**src/rtl/hs_pkg.sv**
```systemverilog
package hs_pkg;

  typedef enum logic [1:0] {
    M_IDLE  = 2'd0,
    M_SETUP = 2'd1,
    M_REQ   = 2'd2,
    M_REL   = 2'd3
  } ini_state_t;

  typedef enum logic {
    S_WAIT = 1'b0,
    S_ACK  = 1'b1
  } rsp_state_t;

  // Counter preload so that request rises after exactly d settle cycles.
  function automatic int unsigned settle_preload(input int unsigned d);
    return (d > 0) ? d - 1 : 0;
  endfunction

  // Width needed to count 0..n.
  function automatic int unsigned count_width(input int unsigned n);
    return (n < 2) ? 1 : $clog2(n + 1);
  endfunction

endpackage

```
**src/rtl/hs_sync2.sv**
```systemverilog
module hs_sync2 (
  input  logic clk,
  input  logic rst_n,
  input  logic din,
  output logic dout
);
  logic meta_q;
  logic stab_q;

  always_ff @(posedge clk) begin
    if (!rst_n) begin
      meta_q <= 1'b0;
      stab_q <= 1'b0;
    end else begin
      meta_q <= din;
      stab_q <= meta_q;
    end
  end

  assign dout = stab_q;
endmodule

```
**src/rtl/hs_initiator.sv**
```systemverilog
module hs_initiator
  import hs_pkg::*;
#(
  parameter int unsigned AW         = 4,
  parameter int unsigned DW         = 8,
  parameter int unsigned DECODE_CYC = 4
) (
  input  logic          clk,
  input  logic          rst_n,
  input  logic          start,
  input  logic          wr,
  input  logic [AW-1:0] addr,
  input  logic [DW-1:0] wdata,
  output logic          busy,
  output logic          done,
  output logic [DW-1:0] rdata,
  input  logic          ack_in,
  output logic          req_out,
  output logic          dir_out,
  output logic [AW-1:0] addr_out,
  output logic [DW-1:0] data_out,
  output logic          data_oe,
  input  logic [DW-1:0] data_in
);
  localparam int unsigned CW = count_width(DECODE_CYC);
  localparam int unsigned AGW = count_width(DECODE_CYC + 1);

  ini_state_t    state_q;
  logic [CW-1:0] settle_q;
  logic          req_q;
  logic          dir_q;
  logic [AW-1:0] addr_q;
  logic [DW-1:0] wdata_q;
  logic [DW-1:0] rdata_q;
  logic          done_q;
  logic          ack_s;

  hs_sync2 u_ack_sync (
    .clk  (clk),
    .rst_n(rst_n),
    .din  (ack_in),
    .dout (ack_s)
  );

  // Named internal events
  logic accept_ev;
  logic settle_end_ev;
  logic ack_seen_ev;
  logic ack_gone_ev;
  assign accept_ev     = (state_q == M_IDLE) && start;
  assign settle_end_ev = (state_q == M_SETUP) && (settle_q == '0);
  assign ack_seen_ev   = (state_q == M_REQ) && ack_s;
  assign ack_gone_ev   = (state_q == M_REL) && !ack_s;

  always_ff @(posedge clk) begin
    if (!rst_n) begin
      state_q  <= M_IDLE;
      settle_q <= '0;
      req_q    <= 1'b0;
      dir_q    <= 1'b0;
      addr_q   <= '0;
      wdata_q  <= '0;
      rdata_q  <= '0;
      done_q   <= 1'b0;
    end else begin
      done_q <= 1'b0;
      unique case (state_q)
        M_IDLE: if (accept_ev) begin
          addr_q   <= addr;
          dir_q    <= wr;
          wdata_q  <= wdata;
          settle_q <= CW'(settle_preload(DECODE_CYC));
          state_q  <= M_SETUP;
        end
        M_SETUP: if (settle_end_ev) begin
          req_q   <= 1'b1;
          state_q <= M_REQ;
        end else begin
          settle_q <= settle_q - 1'b1;
        end
        M_REQ: if (ack_seen_ev) begin
          req_q <= 1'b0;
          if (!dir_q) rdata_q <= data_in;
          state_q <= M_REL;
        end
        M_REL: if (ack_gone_ev) begin
          done_q  <= 1'b1;
          state_q <= M_IDLE;
        end
        default: state_q <= M_IDLE;
      endcase
    end
  end

  assign busy     = (state_q != M_IDLE);
  assign done     = done_q;
  assign rdata    = rdata_q;
  assign req_out  = req_q;
  assign dir_out  = dir_q;
  assign addr_out = addr_q;
  assign data_out = wdata_q;
  assign data_oe  = dir_q && busy;

  // Independent age counter for the settle window check
  logic [AGW-1:0] age_q;
  always_ff @(posedge clk) begin
    if (!rst_n) age_q <= '0;
    else if (state_q != M_SETUP) age_q <= '0;
    else if (age_q != AGW'(DECODE_CYC + 1)) age_q <= age_q + 1'b1;
  end

  p_settle_r3: assert property (@(posedge clk) disable iff (!rst_n)
    $rose(req_q) |-> (age_q == AGW'(DECODE_CYC)));

  p_req_drop_r5: assert property (@(posedge clk) disable iff (!rst_n)
    $fell(req_q) |-> $past(ack_s));

  p_hold_r8: assert property (@(posedge clk) disable iff (!rst_n)
    (busy && $past(busy)) |-> ($stable(addr_q) && $stable(dir_q) && $stable(wdata_q)));

  p_done_pulse_r8: assert property (@(posedge clk) disable iff (!rst_n)
    done_q |-> (!busy && !ack_s));

endmodule

```
**src/rtl/hs_responder.sv**
```systemverilog
module hs_responder
  import hs_pkg::*;
#(
  parameter int unsigned AW = 4,
  parameter int unsigned DW = 8
) (
  input  logic          clk,
  input  logic          rst_n,
  input  logic          req_in,
  input  logic          dir_in,
  input  logic [AW-1:0] addr_in,
  input  logic [DW-1:0] data_in,
  output logic          ack_out,
  output logic [DW-1:0] data_out,
  output logic          data_oe
);
  localparam int unsigned DEPTH = 1 << AW;

  rsp_state_t    state_q;
  logic          ack_q;
  logic          rd_act_q;
  logic [DW-1:0] rd_q;
  logic [DW-1:0] store_q [DEPTH];
  logic          req_s;

  hs_sync2 u_req_sync (
    .clk  (clk),
    .rst_n(rst_n),
    .din  (req_in),
    .dout (req_s)
  );

  logic take_ev;
  logic free_ev;
  assign take_ev = (state_q == S_WAIT) && req_s;
  assign free_ev = (state_q == S_ACK) && !req_s;

  always_ff @(posedge clk) begin
    if (!rst_n) begin
      state_q  <= S_WAIT;
      ack_q    <= 1'b0;
      rd_act_q <= 1'b0;
      rd_q     <= '0;
      for (int i = 0; i < DEPTH; i++) store_q[i] <= '0;
    end else begin
      if (take_ev) begin
        if (dir_in) store_q[addr_in] <= data_in;
        else        rd_q <= store_q[addr_in];
        rd_act_q <= !dir_in;
        ack_q    <= 1'b1;
        state_q  <= S_ACK;
      end else if (free_ev) begin
        ack_q    <= 1'b0;
        rd_act_q <= 1'b0;
        state_q  <= S_WAIT;
      end
    end
  end

  assign ack_out  = ack_q;
  assign data_out = rd_q;
  assign data_oe  = ack_q && rd_act_q;

  p_ack_rise_r4: assert property (@(posedge clk) disable iff (!rst_n)
    $rose(ack_q) |-> $past(req_s));

  p_ack_fall_r6: assert property (@(posedge clk) disable iff (!rst_n)
    $fell(ack_q) |-> !$past(req_s));

endmodule

```
**src/rtl/hs_bus_pair.sv**
```systemverilog
module hs_bus_pair #(
  parameter int unsigned AW         = 4,
  parameter int unsigned DW         = 8,
  parameter int unsigned DECODE_CYC = 4
) (
  input  logic          clk,
  input  logic          rst_n,
  input  logic          start,
  input  logic          wr,
  input  logic [AW-1:0] addr,
  input  logic [DW-1:0] wdata,
  output logic          busy,
  output logic          done,
  output logic [DW-1:0] rdata,
  output logic          bus_req,
  output logic          bus_ack,
  output logic          bus_dir,
  output logic [AW-1:0] bus_addr,
  output logic [DW-1:0] bus_data
);
  logic [DW-1:0] ini_dout;
  logic          ini_oe;
  logic [DW-1:0] rsp_dout;
  logic          rsp_oe;

  hs_initiator #(.AW(AW), .DW(DW), .DECODE_CYC(DECODE_CYC)) u_ini (
    .clk     (clk),
    .rst_n   (rst_n),
    .start   (start),
    .wr      (wr),
    .addr    (addr),
    .wdata   (wdata),
    .busy    (busy),
    .done    (done),
    .rdata   (rdata),
    .ack_in  (bus_ack),
    .req_out (bus_req),
    .dir_out (bus_dir),
    .addr_out(bus_addr),
    .data_out(ini_dout),
    .data_oe (ini_oe),
    .data_in (bus_data)
  );

  hs_responder #(.AW(AW), .DW(DW)) u_rsp (
    .clk     (clk),
    .rst_n   (rst_n),
    .req_in  (bus_req),
    .dir_in  (bus_dir),
    .addr_in (bus_addr),
    .data_in (bus_data),
    .ack_out (bus_ack),
    .data_out(rsp_dout),
    .data_oe (rsp_oe)
  );

  // Wired-OR model of the shared data lines
  assign bus_data = (ini_oe ? ini_dout : '0) | (rsp_oe ? rsp_dout : '0);

  p_single_driver_r7: assert property (@(posedge clk) disable iff (!rst_n)
    !(ini_oe && rsp_oe));

  p_no_back_to_back_done_r8: assert property (@(posedge clk) disable iff (!rst_n)
    done |=> !done);

endmodule

```
**config.mk**
```make
export PLATFORM = sky130hd
export DESIGN_NAME = hs_bus_pair
export DESIGN_NICKNAME = d
export VERILOG_FILES = /design/src/rtl/hs_pkg.sv /design/src/rtl/hs_sync2.sv /design/src/rtl/hs_initiator.sv /design/src/rtl/hs_responder.sv /design/src/rtl/hs_bus_pair.sv
export SDC_FILE = /design/constraint.sdc
export NUM_CORES = 1
export LEC_CHECK = 0
export ABC_AREA = 1
export BUFFER_PORTS_ARGS = -buffer_cell sky130_fd_sc_hd__buf_2
export CAP_MARGIN = 20
export CORE_MARGIN = 4
export CORE_UTILIZATION = 40
export DETAILED_ROUTE_END_ITERATION = 10
export PLACE_DENSITY_LB_ADDON = 0.3
export SYNTH_ARGS = -nofsm -noshare
export SYNTH_HDL_FRONTEND = slang
export SYNTH_SLANG_ARGS = --single-unit
```
**constraint.sdc**
```tcl
create_clock -name clk -period 3.9 [get_ports clk]
set_input_delay 0.78 -clock clk [delete_from_list [all_inputs] [get_ports clk]]
set_output_delay 0.78 -clock clk [all_outputs]
set_load 0.02 [all_outputs]
```
## Word-level counts from Yosys, hierarchy flattened

Memories as Yosys holds them, arrays and structs flattened. A register that Yosys moved wholly into a read port is not among the register bits.
Index checks and enable logic that the tools add are counted.

- Flip-flop bits (word level): 34
- Bits in writable memories: 128
- Input port bits: 16
- Output and inout port bits: 25
- Word-level logic and storage cells: 78
- Memories: 1

Memory list:

| name | depth | bits a word | read ports | clocked after memory_dff | write ports | line | source |
|---|---|---|---|---|---|---|---|
| u_rsp.store_q | 16 | 8 | 1 | 1 | 16 | hs_responder.sv:23 | `logic [DW-1:0] store_q [DEPTH];` |

- Add/sub/neg operators: 1
- Eq/ne operators: 8
- Multiplexer cells: 25
- Bitwise gates (word level): 3
- Reductions and logical operators: 26

Operator list:

| operator | number |
|---|---|
| 8-bit 2-to-1 mux | 3 |
| 1-bit 2-to-1 mux | 12 |
| 3-bit AND reduction | 3 |
| 1-bit logical AND | 8 |
| 2-bit 2-to-1 mux | 4 |
| 2-bit by 1-bit inequality test with 1-bit output, second input constant | 4 |
| 8-bit OR | 1 |
| 2-bit one-hot mux with 4 select lines | 1 |
| 2-bit nonzero test | 4 |
| 8-bit OR reduction | 1 |
| 3-bit 2-to-1 mux | 2 |
| 3-bit one-hot mux with 2 select lines | 1 |
| 2-bit AND reduction | 3 |
| 2-bit equality test, second input constant | 2 |
| 1-bit logical NOT | 4 |
| 4-bit 2-to-1 mux | 1 |
| 4-bit AND reduction | 1 |
| 3-bit logical NOT | 1 |
| 3-bit by 1-bit subtractor with 3-bit output, second input constant | 1 |
| 2-bit by 1-bit equality test with 1-bit output, second input constant | 1 |
| 2-bit logical NOT | 1 |
| 2-bit inequality test, second input constant | 1 |
| 1-bit NOT | 2 |
| 1-bit one-hot mux with 2 select lines | 1 |

## Logic depth before layout (Yosys ltp)

Gate-level depths: netlist of the first run.

- Depth in word-level cells: 7
- Gate-level depth with buffers: 11
- Mapped depth without buffers: 9

## Cells and area by module

Synthesis of the first run repeated with hierarchy kept, for this count alone.

- Cells, all modules: 920
- Area, all modules: 7731.2 um^2

Modules (own cells, without submodules):

| module | times used | cells each | area an instance (um^2) | seq. area each (um^2) |
|---|---|---|---|---|
| hs_responder | 1 | 717 | 6323.6 | 4043.9 |
| hs_initiator | 1 | 165 | 1197.4 | 560.5 |
| hs_sync2 | 2 | 6 | 55.1 | 40.0 |
| hs_bus_pair | 1 | 26 | 100.1 | 0.0 |

## Worst setup path before layout of the first run

No wires, ideal clock.

- Path type: flip-flop to output port
- Start: register u_ini.state_q[0]
- End: output port bus_data[0]
- Arrival time: 1442 ps
- Data required time: 3120 ps
- Setup slack: 1678 ps
- Cell stages (with the launch flop): 6
- Path buffers: 0
- Cells stage by stage: dfxtp_1 -> inv_1 -> ha_1 -> inv_1 -> nand2_1 -> o22ai_1

- Longest elaborated chain between the ends: 4

RTL lines:

| element | line | source |
|---|---|---|
| start: declaration | hs_initiator.sv:28 | `ini_state_t state_q;` |
| start signal: assignment | hs_initiator.sv:57 | `state_q <= M_IDLE;` |
| start signal: assignment | hs_initiator.sv:73 | `state_q <= M_SETUP;` |
| start signal: assignment | hs_initiator.sv:77 | `state_q <= M_REQ;` |
| 2-bit nonzero test | hs_initiator.sv:95 | `assign busy = (state_q != M_IDLE);` |
| net busy | hs_bus_pair.sv:12 | `output logic busy,` |
| 1-bit logical AND | hs_initiator.sv:102 | `assign data_oe = dir_q && busy;` |
| 8-bit 2-to-1 mux | hs_bus_pair.sv:58 | `assign bus_data = (ini_oe ? ini_dout : '0) \| (rsp_oe ? rsp_dout : '0);` |
| 8-bit OR | hs_bus_pair.sv:58 |  |
| end: declaration | hs_bus_pair.sv:19 | `output logic [DW-1:0] bus_data` |

The timed path passes the listed nets, and every way through them passes these cells.

## Final worst setup path of the first run

- Start: register u_ini.state_q[0]
- End: output port bus_data[1]

- Longest elaborated chain between the ends: 4

RTL lines:

| element | line |
|---|---|
| 2-bit nonzero test | hs_initiator.sv:95 |
| 1-bit logical AND | hs_initiator.sv:102 |
| 8-bit 2-to-1 mux | hs_bus_pair.sv:58 |
| 8-bit OR | hs_bus_pair.sv:58 |

Every way passes these cells.

==> results of run 1 <==
-- registers in the layout (all words and copies together) (netlist names), 2 cells and up --
| signal | flops |
|---|---|
| u_rsp.data_out | 8 |
| u_ini.state_q | 2 |
| u_ini.data_out | 8 |
| u_ini.settle_q | 3 |
| u_rsp.store_q | 128 |
| u_ini.addr_out | 4 |
| u_ini.rdata | 8 |
-- power by group through the flow --
| stage | Clock [mW] | Sequential (mW) | Combinational [mW] |
|---|---|---|---|
| 2_1_floorplan | 0 | 2.20 | 0.763 |
| 3_3_place_gp | 0 | 2.22 | 1.06 |
| 3_5_place_dp | 0 | 2.22 | 1.06 |
| 4_1_cts | 1.68 | 2.18 | 1.07 |
| 5_1_grt | 1.76 | 2.20 | 1.21 |
| 6_report | 1.66 | 2.18 | 1.07 |
-- tightest hold or removal path: stages, from the launching register on --
cell	delay, ps
dfxtp_1	310
nand2_1	40
inv_1	40
-- synth_stat cells --
master / count / area share (%)
a211oi_1: 1 / 0.098
a21oi_1: 28 / 1.8
and3_1: 1 / 0.082
buf_1: 1 / 0.049
buf_2: 21 / 1.4
buf_4: 3 / 0.29
clkbuf_1: 19 / 0.93
clkinv_1: 1 / 0.049
dfxtp_1: 42 / 11
edfxtp_1: 128 / 50
ha_1: 8 / 1.3
inv_1: 40 / 2.0
inv_2: 10 / 0.49
nand2_1: 341 / 17
nand2_2: 4 / 0.33
nand3_1: 18 / 1.2
nand3_2: 10 / 1.3
nand4_1: 1 / 0.082
nor2_1: 155 / 7.6
nor3_2: 1 / 0.13
o21ai_0: 36 / 2.3
o22ai_1: 8 / 0.65
o31ai_1: 1 / 0.098
xor2_1: 1 / 0.11
-- path summary, 6_finish.rpt --
kind / start / end / cells past startpoint
hold / removal: u_rsp.u_req_sync.meta_q / u_rsp.u_req_sync.dout / 2
setup reg to reg: u_ini.addr_out[0] / u_rsp.store_q[3][1] / 5
hold reg to reg: u_rsp.u_req_sync.meta_q / u_rsp.u_req_sync.dout / 2
setup / recovery: u_ini.state_q[0] / bus_data[1] / 6
-- placed cells by master, fill, tap and decap left out, drive strengths merged, types with 5 or more instances in the layout --
cell type and count:
edfxtp 128, nand3 28, clkinvlp 5, clkbuf 21
o22ai 8, nand2 345, inv 53, a21oi 28
o21ai 36, nor2 155, ha 8, dfxtp 42
buf 48
-- layer usage --
metal,global-route usage (%),wire length (µm)
met4,6.02,405
met2,30.3,9410
met3,2.98,994
met1,24.2,8300
met5,0,0
-- metrics by stage --
step | util, % | hold slack [ps] | std cells
final | 45.9 | 413 | 1149
after global routing | 45.9 | 434 | 1149
after CTS | 45.9 | 413 | 1149
after detailed placement | 42.8 | 395 | 1117
after global placement | 42.8 | 397 | 1117
after floorplan | - | 390 | 879
-- final cells by class --
type	instances	area, µm²	area share, %
flip-flops and latches	170	4690	54.4
inverters	51	191	2.22
clock inverters	11	108	1.25
repair buffers	48	260	3.02
well taps	234	293	3.40
multi-input cells	614	2590	30.1
clock buffers	21	483	5.61
-- cells by family (layout without fill, tap and decap cells) --
group                      Yosys count  count (layout)  synth area share, %
adders and majority gates            8               8                 1.30
AOI/OAI and AO/OA                   74              74                 5.02
DFF                                170             170                 61.1
buffers and inverters               95             131                 5.14
xor gates and xnor gates             1               1                0.114
and+or+nand+nor                    531             531                 27.4
==> flow_metrics.env, run 1 <==
export IMPL_run_status="finished clean"
export IMPL_relSlewSlack_pct=31.0
export IMPL_startpoint_type="flip-flop"
export IMPL_cpMaxStageDelayCell="dfxtp_1"
export IMPL_crit_family="buffers and inverters"
export IMPL_path_common_cell="inv_1"
export IMPL_critPathKind="reg2out"
export IMPL_pin_count=41
export IMPL_ys_warn_count=0
export IMPL_synth_area_mm2=0.00767
export IMPL_slew_viol_final=0
export IMPL_post_drt_via_cell_ratio=5.06
export IMPL_syn_avg_cell_area_um2=8.73
export IMPL_wl_um=19100
export IMPL_cts_resized=0
export IMPL_vias=5812
export IMPL_clkPwrFrac_pct=33.8
export IMPL_cp_arrival_ps=1920
export IMPL_netlist_instances=879
export IMPL_rsz0062_at_grt="false"
export IMPL_internal_power_mw=3.33
export IMPL_hold_class="reg2reg"
export IMPL_tightest_slew_ps=1030
export IMPL_grt_pass1_wl_um=30300
export IMPL_crit_chain="inv_1, ha_1, inv_1, nand2_1, o22ai_1, buf_2"
export IMPL_fin_area_mm2=0.00861
export IMPL_initialDrtViolationCount=569
export IMPL_rrSetupSlack_ps=1410
export IMPL_place_ws_ps=1300
export IMPL_period_needed_ps=2700
export IMPL_cpPeakStageDelay_ps=380
export IMPL_synth_distinct_cells=24
export IMPL_htreeDepth=4
export IMPL_worst_path_buf_inv=3
export IMPL_finalNetCount=926
export IMPL_hold_buffers=0
export IMPL_max_freq_ghz=0.371
export IMPL_syn_num_nets=903
export IMPL_seq_power_share_pct=44.4
export IMPL_ys_seq_area_share_pct=61.1
export IMPL_ir_worst_vdd_uv=270
export IMPL_start_util_pct=40.9
export IMPL_clockBufferDepth=2
export IMPL_cp_required_ps=3120
export IMPL_grt_pass1_vias=5557
export IMPL_cts_root_buffer_cell="clkbuf_16"
export IMPL_path_clk_slew_ps=70
export IMPL_ant_nets=0
export IMPL_dp_hpwl_um=12500
export IMPL_finalSetupViolCount=0
export IMPL_port_buffers=40
export IMPL_layout_setup_ws_ps=1200
export IMPL_hold_viol=0
export IMPL_die_h_um=146
export IMPL_p_per_area_mw_per_mm2=571
export IMPL_period_share_pct=69.1
export IMPL_placed_cell_area_mm2=0.00802
export IMPL_clk_latency_ps=430
export IMPL_swShare_pct=32.3
export IMPL_num_rows=50
export IMPL_grt_overflow=0
export IMPL_drive_above_1_share_pct=11.4
export IMPL_die_w_um=146
export IMPL_clkSinkCount=170
export IMPL_syn2layout_area_growth_pct=12.3
export IMPL_firstDrtPassIters=5
export IMPL_grt_max_degree=55
export IMPL_gp_congestion=0.852
export IMPL_power_switching_mw=1.59
export IMPL_grt_antenna_before_repair=0
export IMPL_cts_setup_buffers=0
export IMPL_power_leakage_nw=3.51
export IMPL_cts_buffers=17
export IMPL_power_mw=4.92
export IMPL_drv_cap=0
export IMPL_ys_ff_latch=170
export IMPL_drt_wirelength_per_cell_um=16.6
export IMPL_finalClockSkew_ps=13.4
export IMPL_combinationalPowerShare_pct=21.8
export IMPL_die_area_mm2=0.0215
export IMPL_nFillCells=1830
export IMPL_finalSetupTns_ps=0
export IMPL_core_mm2=0.0188
export IMPL_track_usage_pct=18.2
export IMPL_drc_errors=0
export IMPL_cp_max_fo=8
export IMPL_cts_tree="yes"
export IMPL_worstSetupEndpointType="output port"
export IMPL_antenna_cells=0
Note: power is estimated with default switching activity, not from simulation.
==> inputs of run 2 (changes only) <==
- clock period: 3.9 -> 2.4 ns (I/O delays scaled with it)
==> flow_metrics.env, run 2 (same netlist as run 1, synthesis figures left out) <==
export IMPL_finalSetupViolCount=0
export IMPL_start_util_pct=40.9
export IMPL_hold_depth=3
export IMPL_initialDrtViolationCount=518
export IMPL_cp_arrival_ps=1900
export IMPL_relSlewSlack_pct=63.5
export IMPL_hold_viol=0
export IMPL_clkPwrFrac_pct=33.8
export IMPL_dp_hpwl_um=12800
export IMPL_rrSetupSlack_ps=290
export IMPL_swShare_pct=32.5
export IMPL_period_share_pct=99.1
export IMPL_firstDrtPassIters=5
export IMPL_rsz0062_at_grt="true"
export IMPL_run_status="finished clean"
export IMPL_path_clk_slew_ps=70
export IMPL_regMostFlops="u_rsp.store_q"
export IMPL_grt_pass1_vias=5800
export IMPL_finalSetupTns_ps=0
export IMPL_layout_setup_ws_ps=22.3
export IMPL_die_h_um=146
export IMPL_drt_wirelength_per_cell_um=16.6
export IMPL_gp_congestion=0.835
export IMPL_cpPeakStageDelay_ps=390
export IMPL_power_leakage_nw=3.61
export IMPL_seq_power_share_pct=43.4
export IMPL_finalNetCount=941
export IMPL_grt_antenna_before_repair=0
export IMPL_port_buffers=40
export IMPL_cp_required_ps=1920
export IMPL_syn2layout_area_growth_pct=14.4
export IMPL_p_per_area_mw_per_mm2=925
export IMPL_clk_latency_ps=430
export IMPL_die_w_um=146
export IMPL_reg2reg_from="u_rsp.state_q"
export IMPL_grt_pass1_wl_um=30700
export IMPL_grt_overflow=0
export IMPL_cpMaxStageDelayCell="dfxtp_1"
export IMPL_track_usage_pct=18.3
export IMPL_combinationalPowerShare_pct=22.9
export IMPL_crit_chain="inv_1, ha_1, inv_1, nand2_4, o22ai_1, buf_2"
export IMPL_cp_max_fo=8
export IMPL_cts_root_buffer_cell="clkbuf_16"
export IMPL_die_area_mm2=0.0215
export IMPL_drv_cap=0
export IMPL_clockBufferDepth=2
export IMPL_mostFrequentLayoutCell="nand2_1"
export IMPL_ir_worst_vdd_uv=447
export IMPL_slew_viol_final=0
export IMPL_drive_above_1_share_pct=13.7
export IMPL_tightest_slew_ps=546
export IMPL_pin_count=41
export IMPL_period_needed_ps=2380
export IMPL_htreeDepth=4
export IMPL_rr_endpoint="u_rsp.store_q[8][7]"
export IMPL_finalClockSkew_ps=8.71
export IMPL_layout_common_cells="nand2_1, nor2_1, edfxtp_1, dfxtp_1"
export IMPL_reg2reg_depth=7
export IMPL_core_mm2=0.0188
export IMPL_num_rows=50
export IMPL_post_drt_via_cell_ratio=5.03
export IMPL_wl_um=19300
export IMPL_clkSinkCount=170
export IMPL_cts_tree="yes"
export IMPL_whs_ps=329
export IMPL_holdPathEnd="u_ini.data_out[0]"
export IMPL_cts_setup_buffers=0
export IMPL_worstSetupEndpointType="output port"
export IMPL_cts_buffers=17
export IMPL_startpoint_type="flip-flop"
export IMPL_largest_reg_flops=128
export IMPL_path_common_cell="inv_1"
export IMPL_power_switching_mw=2.64
export IMPL_hold_buffers=0
export IMPL_critPathKind="reg2out"
export IMPL_place_ws_ps=319
export IMPL_drc_errors=0
export IMPL_antenna_cells=0
export IMPL_hp_start="wdata[0]"
export IMPL_grt_max_degree=55
export IMPL_internal_power_mw=5.48
export IMPL_ant_nets=0
export IMPL_vias=5854
export IMPL_max_freq_ghz=0.421
export IMPL_hold_class="in2reg"
-- run 2: changes by cell type in the layout (fill, tap and decap cells not counted), sizes merged --
| cell | delta |
|---|---|
| buf | +15 |
| clkinvlp | -4 |
| clkinv | +2 |
| inv | +2 |
-- run 2: how the worst max path moves through the flow --
stage	end	slack [ps]	from	cells past startpoint
after floorplan	u_rsp.store_q[11][7]	390	u_ini.state_q[0]	8
after global placement	u_rsp.store_q[8][4]	340	rst_n	6
after detailed placement	u_rsp.store_q[4][1]	320	rst_n	6
after CTS	bus_data[3]	-40	u_ini.state_q[0]	6
after global routing	bus_data[7]	-20	u_ini.state_q[0]	6
final	bus_data[7]	20	u_ini.state_q[0]	6
-- run 2: power by group through the flow --
stage,clock network (mW),registers (mW),logic [mW]
4_1_cts,2.76,3.51,1.83
3_5_place_dp,0,3.58,1.81
5_1_grt,2.89,3.54,2.08
3_3_place_gp,0,3.57,1.80
6_report,2.74,3.52,1.86
2_1_floorplan,0,3.57,1.24
-- run 2: worst max-delay path, delay by kind of cell, from the launching register on --
kind | cells | cell delay (ps)
adder cells (fa/ha/maj) | 1 | 220
buffers and inverters | 3 | 490
AO/OA/AOI/OAI | 1 | 230
AND/OR/NAND/NOR | 1 | 140
flip-flops | 1 | 390
-- run 2: area by class of cell --
| type | instances | area, µm² |
|---|---|---|
| Clock buffer | 21 | 484 |
| Clock inverter | 11 | 108 |
| Fill cell | 1813 | 9990 |
| Inverter | 51 | 191 |
| Multi-Input combinational cell | 614 | 2640 |
| Sequential cell | 170 | 4690 |
| Tap cell | 234 | 293 |
| Timing Repair Buffer | 63 | 373 |
-- run 2: repair_timing --
item,4_1_cts,5_1_grt
pin swaps,0,0
gates resized for setup,2,6
setup endpoints to repair,4,8
-- run 2: through the flow --
step                instances  power, mW  cell area, µm²  utilization (%)
floorplan                 879       4.81            7670                -
global placement         1132       5.37            8140             43.4
detailed placement       1132       5.39            8140             43.4
CTS                      1164       8.10            8740             46.6
global route             1164       8.52            8770             46.7
finish                   1164       8.12            8770             46.7
-- run 2: metal layers --
metal | global-route usage, % | part of all wire (%) | wire length, µm
met1 | 24.1 | 45 | 8600
met2 | 31.0 | 50 | 9570
met5 | 0 | 0 | 0
met3 | 3.57 | 4.6 | 883
met4 | 5.27 | 1.2 | 233
